===== config.mk =====
export PLATFORM = sky130hd
export DESIGN_NAME = pci_irq_collector
export DESIGN_NICKNAME = d
export VERILOG_FILES = /design/src/rtl/pirq_pkg.sv /design/src/rtl/pirq_line_sync.sv /design/src/rtl/pirq_err_latch.sv /design/src/rtl/pirq_mask_reg.sv /design/src/rtl/pirq_combine.sv /design/src/rtl/pci_irq_collector.sv
export SDC_FILE = /design/constraint.sdc
export NUM_CORES = 1
export LEC_CHECK = 0
export CORE_UTILIZATION = 53
export CTS_CLUSTER_DIAMETER = 100
export DETAILED_ROUTE_END_ITERATION = 8
export DONT_BUFFER_PORTS = 1
export GPL_ROUTABILITY_DRIVEN = 0
export PLACE_DENSITY_LB_ADDON = 0.3
export SYNTH_ARGS = -nofsm -noshare
export SYNTH_HDL_FRONTEND = slang
export SYNTH_SLANG_ARGS = --single-unit

===== constraint.sdc =====
create_clock -name clk -period 0.9 [get_ports clk]
set_input_delay 0.27 -clock clk [delete_from_list [all_inputs] [get_ports clk]]
set_output_delay 0.27 -clock clk [all_outputs]
set_load 0.005 [all_outputs]

===== src/rtl/pirq_pkg.sv =====
// Package: shared sizes and the error-enable preset for the PCI interrupt
// aggregation register. Assumes error sources sit directly above the INTx
// sources in the pending field.
package pirq_pkg;
    localparam int INTX_N   = 4;
    localparam int ERR_N    = 6;
    localparam int SRC_N    = INTX_N + ERR_N;
    localparam int MASK_OFS = 16;
    localparam int WORD_W   = 32;

    // Reduced preset: abort events only (error indices 1, 2, 3).
    localparam logic [ERR_N-1:0] ERR_REDUCED = 6'b001110;

    // Pick the error-enable preset for the given mode.
    function automatic logic [ERR_N-1:0] err_preset(input logic full_mode);
        return full_mode ? {ERR_N{1'b1}} : ERR_REDUCED;
    endfunction
endpackage


===== src/rtl/pirq_line_sync.sv =====
// Module: multi-stage synchroniser for a bundle of active-low lines.
// Assumes each line is a slow level. Every stage resets to the inactive
// (high) value.
module pirq_line_sync #(
    parameter int W      = 4,
    parameter int STAGES = 2
) (
    input  logic         clk,
    input  logic         rst_n,
    input  logic [W-1:0] line_n_i,
    output logic [W-1:0] line_n_o
);
    logic [W-1:0] stage_q [STAGES];

    genvar s;
    generate
        for (s = 0; s < STAGES; s++) begin : g_stage
            // Shift the line value one stage further each clock.
            always_ff @(posedge clk) begin
                if (!rst_n)
                    stage_q[s] <= '1;
                else if (s == 0)
                    stage_q[s] <= line_n_i;
                else
                    stage_q[s] <= stage_q[(s == 0) ? 0 : s-1];
            end
        end
    endgenerate

    assign line_n_o = stage_q[STAGES-1];
endmodule


===== src/rtl/pirq_err_latch.sv =====
// Module: sticky error pending flags. An event pulse sets its flag. A write
// keeps a flag where the data bit is 1 and clears it where it is 0. An event
// pulse takes precedence over a clear in the same cycle.
module pirq_err_latch #(
    parameter int N = 6
) (
    input  logic         clk,
    input  logic         rst_n,
    input  logic [N-1:0] evt_i,
    input  logic         wr_i,
    input  logic [N-1:0] keep_i,
    output logic [N-1:0] flags_o
);
    logic [N-1:0] flags_q;

    // Update the flags: clear by write, then set by event.
    always_ff @(posedge clk) begin
        if (!rst_n)
            flags_q <= '0;
        else
            flags_q <= (wr_i ? (flags_q & keep_i) : flags_q) | evt_i;
    end

    assign flags_o = flags_q;

    // an event leaves its flag set on the next cycle.
    assert_evt_sets_R3: assert property (@(posedge clk) disable iff (!rst_n)
        (|evt_i) |=> ((flags_q & $past(evt_i)) == $past(evt_i)));

    // without a write, no flag drops.
    assert_sticky_R3: assert property (@(posedge clk) disable iff (!rst_n)
        !wr_i |=> ((flags_q & $past(flags_q)) == $past(flags_q)));

    // a write without an event never raises a flag.
    assert_write_no_set_R4: assert property (@(posedge clk) disable iff (!rst_n)
        (wr_i && evt_i == '0) |=> ((flags_q & ~$past(flags_q)) == '0));
endmodule


===== src/rtl/pirq_mask_reg.sv =====
// Module: enable bits for all sources. A write loads every enable bit. The
// default strobe loads only the error enables with the preset for the mode.
// A write takes precedence over the strobe.
module pirq_mask_reg
    import pirq_pkg::*;
#(
    parameter int NI = INTX_N,
    parameter int NE = ERR_N
) (
    input  logic             clk,
    input  logic             rst_n,
    input  logic             wr_i,
    input  logic [NI+NE-1:0] wmask_i,
    input  logic             dflt_i,
    input  logic             full_i,
    output logic [NI+NE-1:0] mask_o
);
    logic [NI+NE-1:0] mask_q;

    // Load the enables from a write or from the preset.
    always_ff @(posedge clk) begin
        if (!rst_n)
            mask_q <= '0;
        else if (wr_i)
            mask_q <= wmask_i;
        else if (dflt_i)
            mask_q[NI +: NE] <= err_preset(full_i);
    end

    assign mask_o = mask_q;

    // the default strobe leaves the INTx enables alone.
    assert_dflt_keeps_intx_R8: assert property (@(posedge clk) disable iff (!rst_n)
        (dflt_i && !wr_i) |=> (mask_q[NI-1:0] == $past(mask_q[NI-1:0])));

    // with no write and no strobe the enables hold.
    assert_mask_hold_R5: assert property (@(posedge clk) disable iff (!rst_n)
        (!dflt_i && !wr_i) |=> $stable(mask_q));
endmodule


===== src/rtl/pirq_combine.sv =====
// Module: forms the active set (pending AND enable) and the group and shared
// outputs. Purely combinational.
module pirq_combine #(
    parameter int NI = 4,
    parameter int NE = 6
) (
    input  logic             clk,
    input  logic             rst_n,
    input  logic [NI+NE-1:0] pend_i,
    input  logic [NI+NE-1:0] mask_i,
    output logic             irq_o,
    output logic             err_grp_o,
    output logic             intx_grp_o
);
    logic [NI+NE-1:0] active;

    // Derive the active sources and the group outputs.
    always_comb begin
        active     = pend_i & mask_i;
        intx_grp_o = |active[NI-1:0];
        err_grp_o  = |active[NI +: NE];
        irq_o      = |active;
    end

    // the shared output is raised exactly when a group is raised.
    assert_groups_R7: assert property (@(posedge clk) disable iff (!rst_n)
        irq_o == (err_grp_o | intx_grp_o));

    // no active source implies no shared interrupt.
    assert_irq_needs_src_R6: assert property (@(posedge clk) disable iff (!rst_n)
        ((pend_i & mask_i) == '0) |-> !irq_o);
endmodule


===== src/rtl/pci_irq_collector.sv =====
// Module: top of the PCI interrupt aggregation register. Pending flags are
// in the low half and enables sit MASK_OFS positions above them. Assumes
// err_evt_i carries synchronous single-cycle pulses and intx_n_i is
// asynchronous.
module pci_irq_collector
    import pirq_pkg::*;
#(
    parameter int NI       = INTX_N,
    parameter int NE       = ERR_N,
    parameter int OFS      = MASK_OFS,
    parameter int DW       = WORD_W,
    parameter int SYNC_LEN = 2
) (
    input  logic          clk,
    input  logic          rst_n,
    input  logic [NI-1:0] intx_n_i,
    input  logic [NE-1:0] err_evt_i,
    input  logic          full_err_mode_i,
    input  logic          dflt_i,
    input  logic          reg_wr_i,
    input  logic [DW-1:0] reg_wdata_i,
    output logic [DW-1:0] reg_rdata_o,
    output logic          irq_o,
    output logic          err_grp_o,
    output logic          intx_grp_o
);
    localparam int NS = NI + NE;

    logic [NI-1:0] intx_n_sync;
    logic [NE-1:0] err_flags;
    logic [NS-1:0] mask;
    logic [NS-1:0] pend;
    logic          unused_wbits;

    assign unused_wbits = ^{reg_wdata_i[DW-1:OFS+NS], reg_wdata_i[OFS-1:NS],
                            reg_wdata_i[NI-1:0]};

    pirq_line_sync #(.W(NI), .STAGES(SYNC_LEN)) u_sync (
        .clk      (clk),
        .rst_n    (rst_n),
        .line_n_i (intx_n_i),
        .line_n_o (intx_n_sync)
    );

    pirq_err_latch #(.N(NE)) u_err (
        .clk     (clk),
        .rst_n   (rst_n),
        .evt_i   (err_evt_i),
        .wr_i    (reg_wr_i),
        .keep_i  (reg_wdata_i[NI +: NE]),
        .flags_o (err_flags)
    );

    pirq_mask_reg #(.NI(NI), .NE(NE)) u_mask (
        .clk     (clk),
        .rst_n   (rst_n),
        .wr_i    (reg_wr_i),
        .wmask_i (reg_wdata_i[OFS +: NS]),
        .dflt_i  (dflt_i),
        .full_i  (full_err_mode_i),
        .mask_o  (mask)
    );

    assign pend = {err_flags, ~intx_n_sync};

    pirq_combine #(.NI(NI), .NE(NE)) u_comb (
        .clk        (clk),
        .rst_n      (rst_n),
        .pend_i     (pend),
        .mask_i     (mask),
        .irq_o      (irq_o),
        .err_grp_o  (err_grp_o),
        .intx_grp_o (intx_grp_o)
    );

    // Assemble the read-back word from pending flags and enables.
    always_comb begin
        reg_rdata_o           = '0;
        reg_rdata_o[NS-1:0]   = pend;
        reg_rdata_o[OFS +: NS] = mask;
    end

    // writing zero leaves no error flag set unless an event arrived.
    assert_zero_write_R9: assert property (@(posedge clk) disable iff (!rst_n)
        (reg_wr_i && reg_wdata_i == '0 && err_evt_i == '0) |=>
        (reg_rdata_o[OFS +: NS] == '0 && reg_rdata_o[NS-1:NI] == '0));
endmodule


==> run summary, run 1 <==
Area Overhead vs Synth = 33.5%
Die height = 45.5 µm
WP data arrival = 1.14 ns
Initial antenna violation count = 0
Synth unique cells = 22
TritonCTS Buffers = 3
Dpl hpwl = 1520 µm
Crit-path slowest cell = dfxtp_2
Startpoint types = register
Diode count = 0
Commonest non-fill, non-tap cells in the layout = buf_6, dfxtp_2, conb_1, nand2b_1
I/O pin count = 82
Root buffer cell = clkbuf_4
Failing checks = negative setup slack
CORE AREA = 1750 µm²
Share of cells above drive strength 1 = 45.8%
Slowest stage delay, CP = 0.34 ns
Final ANT Viol Nets = 0
Setup WS post-layout = -0.506 ns
Pre-CTS WS = -0.237 ns
Crit-path max FO = 2
Busiest layer in global routing = met2
HP Class = in -> reg
Tot GR Track Use = 21.6%
Grt ovf = 0
Syn Std Cell Area = 1000 µm²
Die span in x = 45.5 µm
Setup tns final = -4.63 ns
Top cell type by total area after synthesis = dfxtp_1
Ys Warns = 0
Routed wire length = 2070 µm
CP Class = reg -> out
Die area = 2070 µm²
Fin nets = 179
First DRT Iteration DRCs = 3
Fin crit period = 1.41 ns
Mapped Cells = 108
Synth top area share = 47.8%
Clock skew = 0.000628 ns
CTS tree = built
# rows = 15
Max Clk Rate = 711 MHz
Vias = 782
Top cells by area, synth = dfxtp_1, buf_4, mux2i_1
Outcome = finished with violations
Via density = 5.01
DRC viols = 0
Largest net degree at the start of global routing = 25
H-tree depth reported by CTS = 1
Met3 Track Usage GR = 4.76%
Required time worst endpoint = 0.63 ns
Final setup viols = 23
Mean Syn Cell Area = 9.30 µm²
Port bufs = 0
Clock Sinks = 24
RSZ-0062 raised after global routing = true
Max-cap violations = 0
Fin. max-slew vios = 0
Fin. Hold Viols = 0
Register area share after synthesis = 47.8%
GR met1 Demand/Resource = 23.8%
M2 GR Usage = 40.3%
Worst skew pair latency = 0.31 ns
Starting Density = 57.6%
Seq cells post-synth = 24
Clock transition at path regs = 0.14 ns
Pwr per Cell Area = 1700 nW/µm²
Vias in the first global route = 760
Lkg Pwr = 0.616 nW
First-pass GRT wire length = 3220 µm
WL/cell = 13.3 µm
DR pass1 iterations = 4
PnR Total Power = 0.00228 W
Most common cell after layout, fill and taps aside = buf_6
Maximum VDD drop = 0.00130 V
Final Cycle Share = 156%
Setup crit end kind = output pin
CTS max path bufs = 2
CP Cell Sequence = a22oi_1 > and3_4 > nand3_2
[cell families after synthesis]
| family | synth area share, % |
|---|---|
| multiplexers | 6.97 |
| AO/OA/AOI/OAI | 13.4 |
| buffers and inverters | 16.1 |
| flip-flops | 47.8 |
| other | 0.373 |
| AND/OR/NAND/NOR | 15.3 |
[final cells by class]
cell class / instances / area [µm²]
clock inverters: 1 / 30.0
clock buffers: 3 / 22.5
multi-input cells: 69 / 445
flip-flops and latches: 24 / 505
fillers: 140 / 404
repair buffers: 25 / 273
well taps: 25 / 31.3
inverters: 9 / 33.8
[what timing repair did]
action | 4_1_cts | 5_1_grt
setup endpoints to repair | 23 | 25
gates resized for setup | 50 | 2
hold buffers | 0 | 1
hold endpoints to repair | 0 | 1
pin swaps | 5 | 3
setup buffers | 1 | 0
[worst max-delay path, delay by kind of cell, from the launching register on]
family | cells | cell delay [ns]
flip-flops | 1 | 0.34
AO/OA/AOI/OAI | 1 | 0.19
AND/OR/NAND/NOR | 2 | 0.30
[Yosys cell counts]
cell	instances
a21boi_0	2
a21boi_1	1
a21oi_1	6
a22oi_1	5
and3_1	1
buf_2	2
buf_4	12
buf_6	2
clkbuf_2	1
conb_1	1
dfxtp_1	24
inv_1	8
inv_2	1
mux2i_1	7
nand2_1	1
nand2b_1	11
nand3_1	1
nor2_1	3
nor2b_1	7
nor3_1	3
o21ai_0	2
o21ai_1	7
[flip-flops by register name, summed over array words and instances (netlist names)]
signal and cells:
u_err.flags_o 6, u_mask.mask_o 10, u_sync.stage_q 8
[metrics by stage]
stage                     instances  util (%)  instance area (µm²)  hold WS [ns]
after floorplan                 119         -                 1050         0.343
after global placement          150      64.4                 1120         0.344
after detailed placement        150      64.4                 1120         0.349
after CTS                       155      75.6                 1320       0.00765
after global routing            156      76.8                 1340        0.0131
final                           156      76.8                 1340        0.0194
[routing by layer]
metal  wire length [µm]  vias up
met3                116        2
met1                819      370
li1                   -      376
met5                  0        -
met2               1120       34
met4                 21        0
[worst paths after layout]
path | endpoint | depth (start not counted) | slack [ns] | start
worst min register to register | u_sync.stage_q[1][3] | 1 | 0.42 | u_sync.stage_q[0][3]
worst min-delay path | u_sync.stage_q[1][3] | 1 | 0.02 | rst_n
worst max register to register | u_mask.mask_o[5] | 4 | 0.06 | u_mask.mask_o[5]
worst max-delay path | irq_o | 3 | -0.51 | u_mask.mask_o[6]
[power by group]
group	switching, W	leakage, nW	internal, W
registers	0.0000432	0.202	0.00114
logic	0.000128	0.386	0.000200
clock network	0.000321	0.0279	0.000449
total	0.000492	0.616	0.00179
(Power assumes the default switching activity.)
==> run 2, diff against run 1 <==
--- a/config.mk
+++ b/config.mk
@@ -10,6 +10,7 @@
 export DETAILED_ROUTE_END_ITERATION = 8
 export DONT_BUFFER_PORTS = 1
 export GPL_ROUTABILITY_DRIVEN = 0
+export MAX_ROUTING_LAYER = met4
 export PLACE_DENSITY_LB_ADDON = 0.3
 export SYNTH_ARGS = -nofsm -noshare
 export SYNTH_HDL_FRONTEND = slang
==> run summary, run 2 (same netlist as run 1, synthesis figures left out) <==
CP Class = reg -> out
Launch point of the worst reg-to-reg path = u_mask.mask_o[5]
RSZ-0062 raised after global routing = true
Initial antenna violation count = 0 (unchanged)
Hold Startpoint = rst_n
Startpoint types = register
Port bufs = 0 (unchanged)
First-pass GRT wire length = 3240 µm (+0.43%)
Setup WS post-layout = -0.506 ns (-0.0000490 ns)
WL met2 = 1110 µm (-0.18%)
Lkg Pwr = 0.616 nW (unchanged)
Hold Path Depth = 1 (unchanged)
Grt ovf = 0 (unchanged)
Outcome = finished with violations
Clock skew = 0.000628 ns (unchanged)
HP Class = in -> reg
Crit-path max FO = 2 (unchanged)
Fin nets = 179 (unchanged)
Commonest non-fill, non-tap cells in the layout = buf_6, dfxtp_2, conb_1, nand2b_1
Required time worst endpoint = 0.63 ns (about the same)
Clock transition at path regs = 0.14 ns (about the same)
Wl on met1 = 824 µm (+0.61%)
First DRT Iteration DRCs = 3 (unchanged)
Share of cells above drive strength 1 = 45.8% (unchanged)
Starting Density = 57.6% (unchanged)
Reg2reg setup slack = 0.06 ns (about the same)
Tot GR Track Use = 22.3% (+0.73 points)
RR Endpoint = u_mask.mask_o[5]
PnR Total Power = 0.00228 W (about the same)
Die span in x = 45.5 µm (unchanged)
WL/cell = 13.3 µm (+0.14%)
Via density = 5.01 (unchanged)
Largest net degree at the start of global routing = 25 (unchanged)
CTS tree = built
Pwr per Cell Area = 1700 nW/µm² (about the same)
WP data arrival = 1.14 ns (about the same)
Routed wire length = 2080 µm (+0.14%)
TritonCTS Buffers = 3 (unchanged)
Vias in the first global route = 758 (-0.26%)
Clock Sinks = 24 (unchanged)
Most common cell after layout, fill and taps aside = buf_6
Maximum VDD drop = 0.00130 V (about the same)
H-tree depth reported by CTS = 1 (unchanged)
Fin. Hold Viols = 0 (unchanged)
Vias = 782 (unchanged)
Root buffer cell = clkbuf_4
Max Clk Rate = 711 MHz (about the same)
Area Overhead vs Synth = 33.5% (unchanged)
Final setup viols = 23 (unchanged)
Setup tns final = -4.63 ns (-0.00100 ns)
Setup crit end kind = output pin
Wire length on met3 = 116 µm (unchanged)
DRC viols = 0 (unchanged)
Diode count = 0 (unchanged)
Max reg flops = 10 (unchanged)
DR pass1 iterations = 4 (unchanged)
Failing checks = negative setup slack
I/O pin count = 82 (unchanged)
Die height = 45.5 µm (unchanged)
Worst min-delay path endpoint = u_sync.stage_q[1][3]
Die area = 2070 µm² (unchanged)
Fin. max-slew vios = 0 (unchanged)
Final Cycle Share = 156% (about the same)
CTS max path bufs = 2 (unchanged)
Fin crit period = 1.41 ns (+0.0000490 ns)
Hold WS = 0.0194 ns (+0.0000119 ns)
Placed instance area = 1120 µm² (unchanged)
# rows = 15 (unchanged)
Reg2Reg Depth = 4 (unchanged)
Final ANT Viol Nets = 0 (unchanged)
Max Used Layer = met4
Worst skew pair latency = 0.31 ns (about the same)
CORE AREA = 1750 µm² (unchanged)
Max-cap violations = 0 (unchanged)
Dpl hpwl = 1520 µm (unchanged)
Util after Layout = 76.8% (unchanged)
Post-route cell area = 1340 µm² (unchanged)
[run 2: cell counts in the layout (fill, tap and decap cells not counted)]
Identical to the previous run, type by type.
[run 2: worst max path at each step]
| stage | from | endpoint | slack (ns) | depth (start not counted) |
|---|---|---|---|---|
| 5_1_grt | u_mask.mask_o[6] | irq_o | -0.57 | 3 |
| 3_5_place_dp | u_err.flags_o[1] | irq_o | -0.24 | 3 |
| 2_1_floorplan | u_mask.mask_o[7] | irq_o | -0.10 | 3 |
| 3_3_place_gp | u_err.flags_o[1] | irq_o | -0.18 | 3 |
| 6_report | u_mask.mask_o[6] | irq_o | -0.51 | 3 |
| 4_1_cts | u_err.flags_o[1] | irq_o | -0.53 | 3 |
[run 2: per-stage QoR]
step / setup WS, ns / instances
finish: -0.506 / 156
global route: -0.566 / 156
CTS: -0.527 / 155
detailed placement: -0.237 / 150
global placement: -0.180 / 150
floorplan: -0.101 / 119
[run 2: final cells by class]
type,instances,area [µm²]
Clock inverter,1,30.0
Tap cell,25,31.3
Inverter,9,33.8
Timing Repair Buffer,25,273
Sequential cell,24,505
Multi-Input combinational cell,69,445
Fill cell,140,404
Clock buffer,3,22.5
[run 2: what timing repair did]
item,CTS,global route
hold buffers,0,1
buffers inserted,1,0
pin swaps,5,3
gates resized for setup,50,2
hold endpoints to repair,0,1
setup endpoints to repair,23,25
[run 2: report_power, final]
part | internal (W) | switching, W
clock | 0.000449 | 0.000321
sequential | 0.00114 | 0.0000432
combinational | 0.000200 | 0.000128
total | 0.00179 | 0.000492
[run 2: per-layer routing]
metal	up-vias	GRT usage, %
met5	-	-
met4	0	6.67
met3	2	4.76
met2	34	40.3
met1	370	24.1
li1	376	-
[run 2: critical path, cell delays in order (launching register included)]
cell and delay [ns]:
dfxtp_2 0.34, a22oi_1 0.19, and3_4 0.22, nand3_2 0.08
==> run 3, diff against run 2 <==
--- a/config.mk
+++ b/config.mk
@@ -5,7 +5,7 @@
 export SDC_FILE = /design/constraint.sdc
 export NUM_CORES = 1
 export LEC_CHECK = 0
-export CORE_UTILIZATION = 53
+export CORE_UTILIZATION = 35
 export CTS_CLUSTER_DIAMETER = 100
 export DETAILED_ROUTE_END_ITERATION = 8
 export DONT_BUFFER_PORTS = 1
==> run summary, run 3 (same netlist as run 1, synthesis figures left out) <==
Routed wire length = 2000 µm (-3.7%)
Area Overhead vs Synth = 31.3%
Max Clk Rate = 714 MHz (+0.34%)
Outcome = finished with violations
Largest net degree at the start of global routing = 25 (unchanged)
# rows = 19 (+4)
Reg2reg setup slack = 0.07 ns (about the same)
Die height = 55.6 µm (+22%)
Dpl hpwl = 1400 µm (-7.8%)
Commonest non-fill, non-tap cells in the layout = buf_6, dfxtp_2, conb_1, nand2b_1
Lkg Pwr = 0.605 nW (-1.8%)
Port bufs = 0 (unchanged)
PnR Total Power = 0.00194 W (-15%)
Vias = 740 (-5.4%)
Fin. max-slew vios = 0 (unchanged)
Crit-path slowest cell = dfxtp_2
Die area = 3090 µm² (+49%)
Vias in the first global route = 730 (-3.7%)
Max-cap violations = 0 (unchanged)
Startpoint types = register
Pre-CTS WS = -0.200 ns (+0.0373 ns)
Via density = 4.57 (-8.9%)
Final Cycle Share = 156% (-0.53 points)
HP Class = in -> reg
Fin nets = 180 (+0.56%)
Crit path buffers/inverters = 0 (unchanged)
Tot GR Track Use = 14.3% (-8.0 points)
Root buffer cell = clkbuf_4
Util after Layout = 48.2% (-29 points)
First DRT Iteration DRCs = 11 (+8)
Clock transition at path regs = 0.11 ns (-0.03 ns)
First-pass GRT wire length = 3280 µm (+1.5%)
Max reg flops = 10 (unchanged)
Fill cells = 281 (+100%)
Clock Sinks = 24 (unchanged)
Starting Density = 36.8% (-21 points)
TritonCTS Buffers = 3 (unchanged)
RSZ-0062 raised after global routing = true
Diode count = 0 (unchanged)
Crit-path max FO = 2 (unchanged)
Maximum VDD drop = 0.00116 V (-11%)
Failing checks = negative setup slack
Clock skew = 0.000437 ns (-0.000190 ns)
CTS tree = built
Slowest stage delay, CP = 0.35 ns (about the same)
CORE AREA = 2730 µm² (+57%)
Initial antenna violation count = 0 (unchanged)
Worst skew pair latency = 0.29 ns (-0.02 ns)
Die span in x = 55.6 µm (+22%)
CTS max path bufs = 2 (unchanged)
Fin. Hold Viols = 0 (unchanged)
Fin crit period = 1.40 ns (-0.00478 ns)
Setup WS post-layout = -0.501 ns (+0.00478 ns)
Hold WS = 0.0370 ns (+0.0176 ns)
Grt ovf = 0 (unchanged)
Setup crit end kind = output pin
Share of cells above drive strength 1 = 45.0% (-0.76 points)
DRC viols = 0 (unchanged)
Required time worst endpoint = 0.63 ns (about the same)
I/O pin count = 82 (unchanged)
Final setup viols = 23 (unchanged)
CP Cell Sequence = a22oi_2 > and3_4 > nand3_2
Pwr per Cell Area = 1470 nW/µm² (-13%)
WP data arrival = 1.13 ns (about the same)
WL/cell = 12.3 µm (-7.3%)
Most common cell after layout, fill and taps aside = buf_6
CP Class = reg -> out
DR pass1 iterations = 4 (unchanged)
Delay-heaviest family, CP = flip-flops
H-tree depth reported by CTS = 1 (unchanged)
Final ANT Viol Nets = 0 (unchanged)
==> run 3: cell count changes in the layout (fill, tap and decap cells not counted), sizes merged <==
cell / change
bufinv: -1
buf: +1
==> run 3: metrics by stage <==
| stage | cells | TNS, ns | instance area [µm²] |
|---|---|---|---|
| 6_report | 162 | -4.41 | 1320 |
| 5_1_grt | 162 | -5.72 | 1320 |
| 4_1_cts | 160 | -4.66 | 1300 |
| 3_5_place_dp | 156 | -0.398 | 1130 |
| 3_3_place_gp | 156 | -0.370 | 1130 |
| 2_1_floorplan | 119 | -0.160 | 1050 |
==> run 3: timing repair <==
action | in CTS | in global routing
buffers inserted | 1 | 1
hold endpoints to repair | 0 | 2
endpoints found under the setup margin | 23 | 23
hold buffers | 0 | 1
gates resized for setup | 50 | 1
pin swaps | 6 | 2
==> run 3: layer usage <==
layer	part of all wire, %	wire length (µm)	track usage, %
met1	41	821	16.2
met2	52	1030	24.4
met3	6.7	134	2.56
met4	0.55	11	6.43
met5	0	0	-
==> run 3: worst paths after layout <==
path                                             end  cells past startpoint            startpoint
worst min-delay path            u_sync.stage_q[1][2]                      1                 rst_n
worst max-delay path                           irq_o                      3      u_err.flags_o[1]
worst min register to register  u_sync.stage_q[1][0]                      1  u_sync.stage_q[0][0]
worst max register to register      u_err.flags_o[1]                      4      u_err.flags_o[1]
==> run 3: power by group <==
group | switching (W) | total [W] | internal (W) | leakage [nW]
logic | 0.000126 | 0.000329 | 0.000203 | 0.389
registers | 0.0000424 | 0.00118 | 0.00114 | 0.202
clock network | 0.000276 | 0.000432 | 0.000156 | 0.0138
total | 0.000444 | 0.00194 | 0.00150 | 0.605
==> run 3: worst register-to-register path: stages, from the launching register on <==
cell and delay [ns]:
dfxtp_2 0.36, buf_4 0.11, buf_6 0.08, o21ai_0 0.06, a21boi_0 0.16
==> run 3: layout make-up <==
cell class	count	area [µm²]	area share (%)
Inverter	9	33.8	2.56
Sequential cell	24	505	38.3
Tap cell	31	38.8	2.94
Clock buffer	3	22.5	1.71
Multi-Input combinational cell	69	434	32.9
Timing Repair Buffer	26	284	21.5
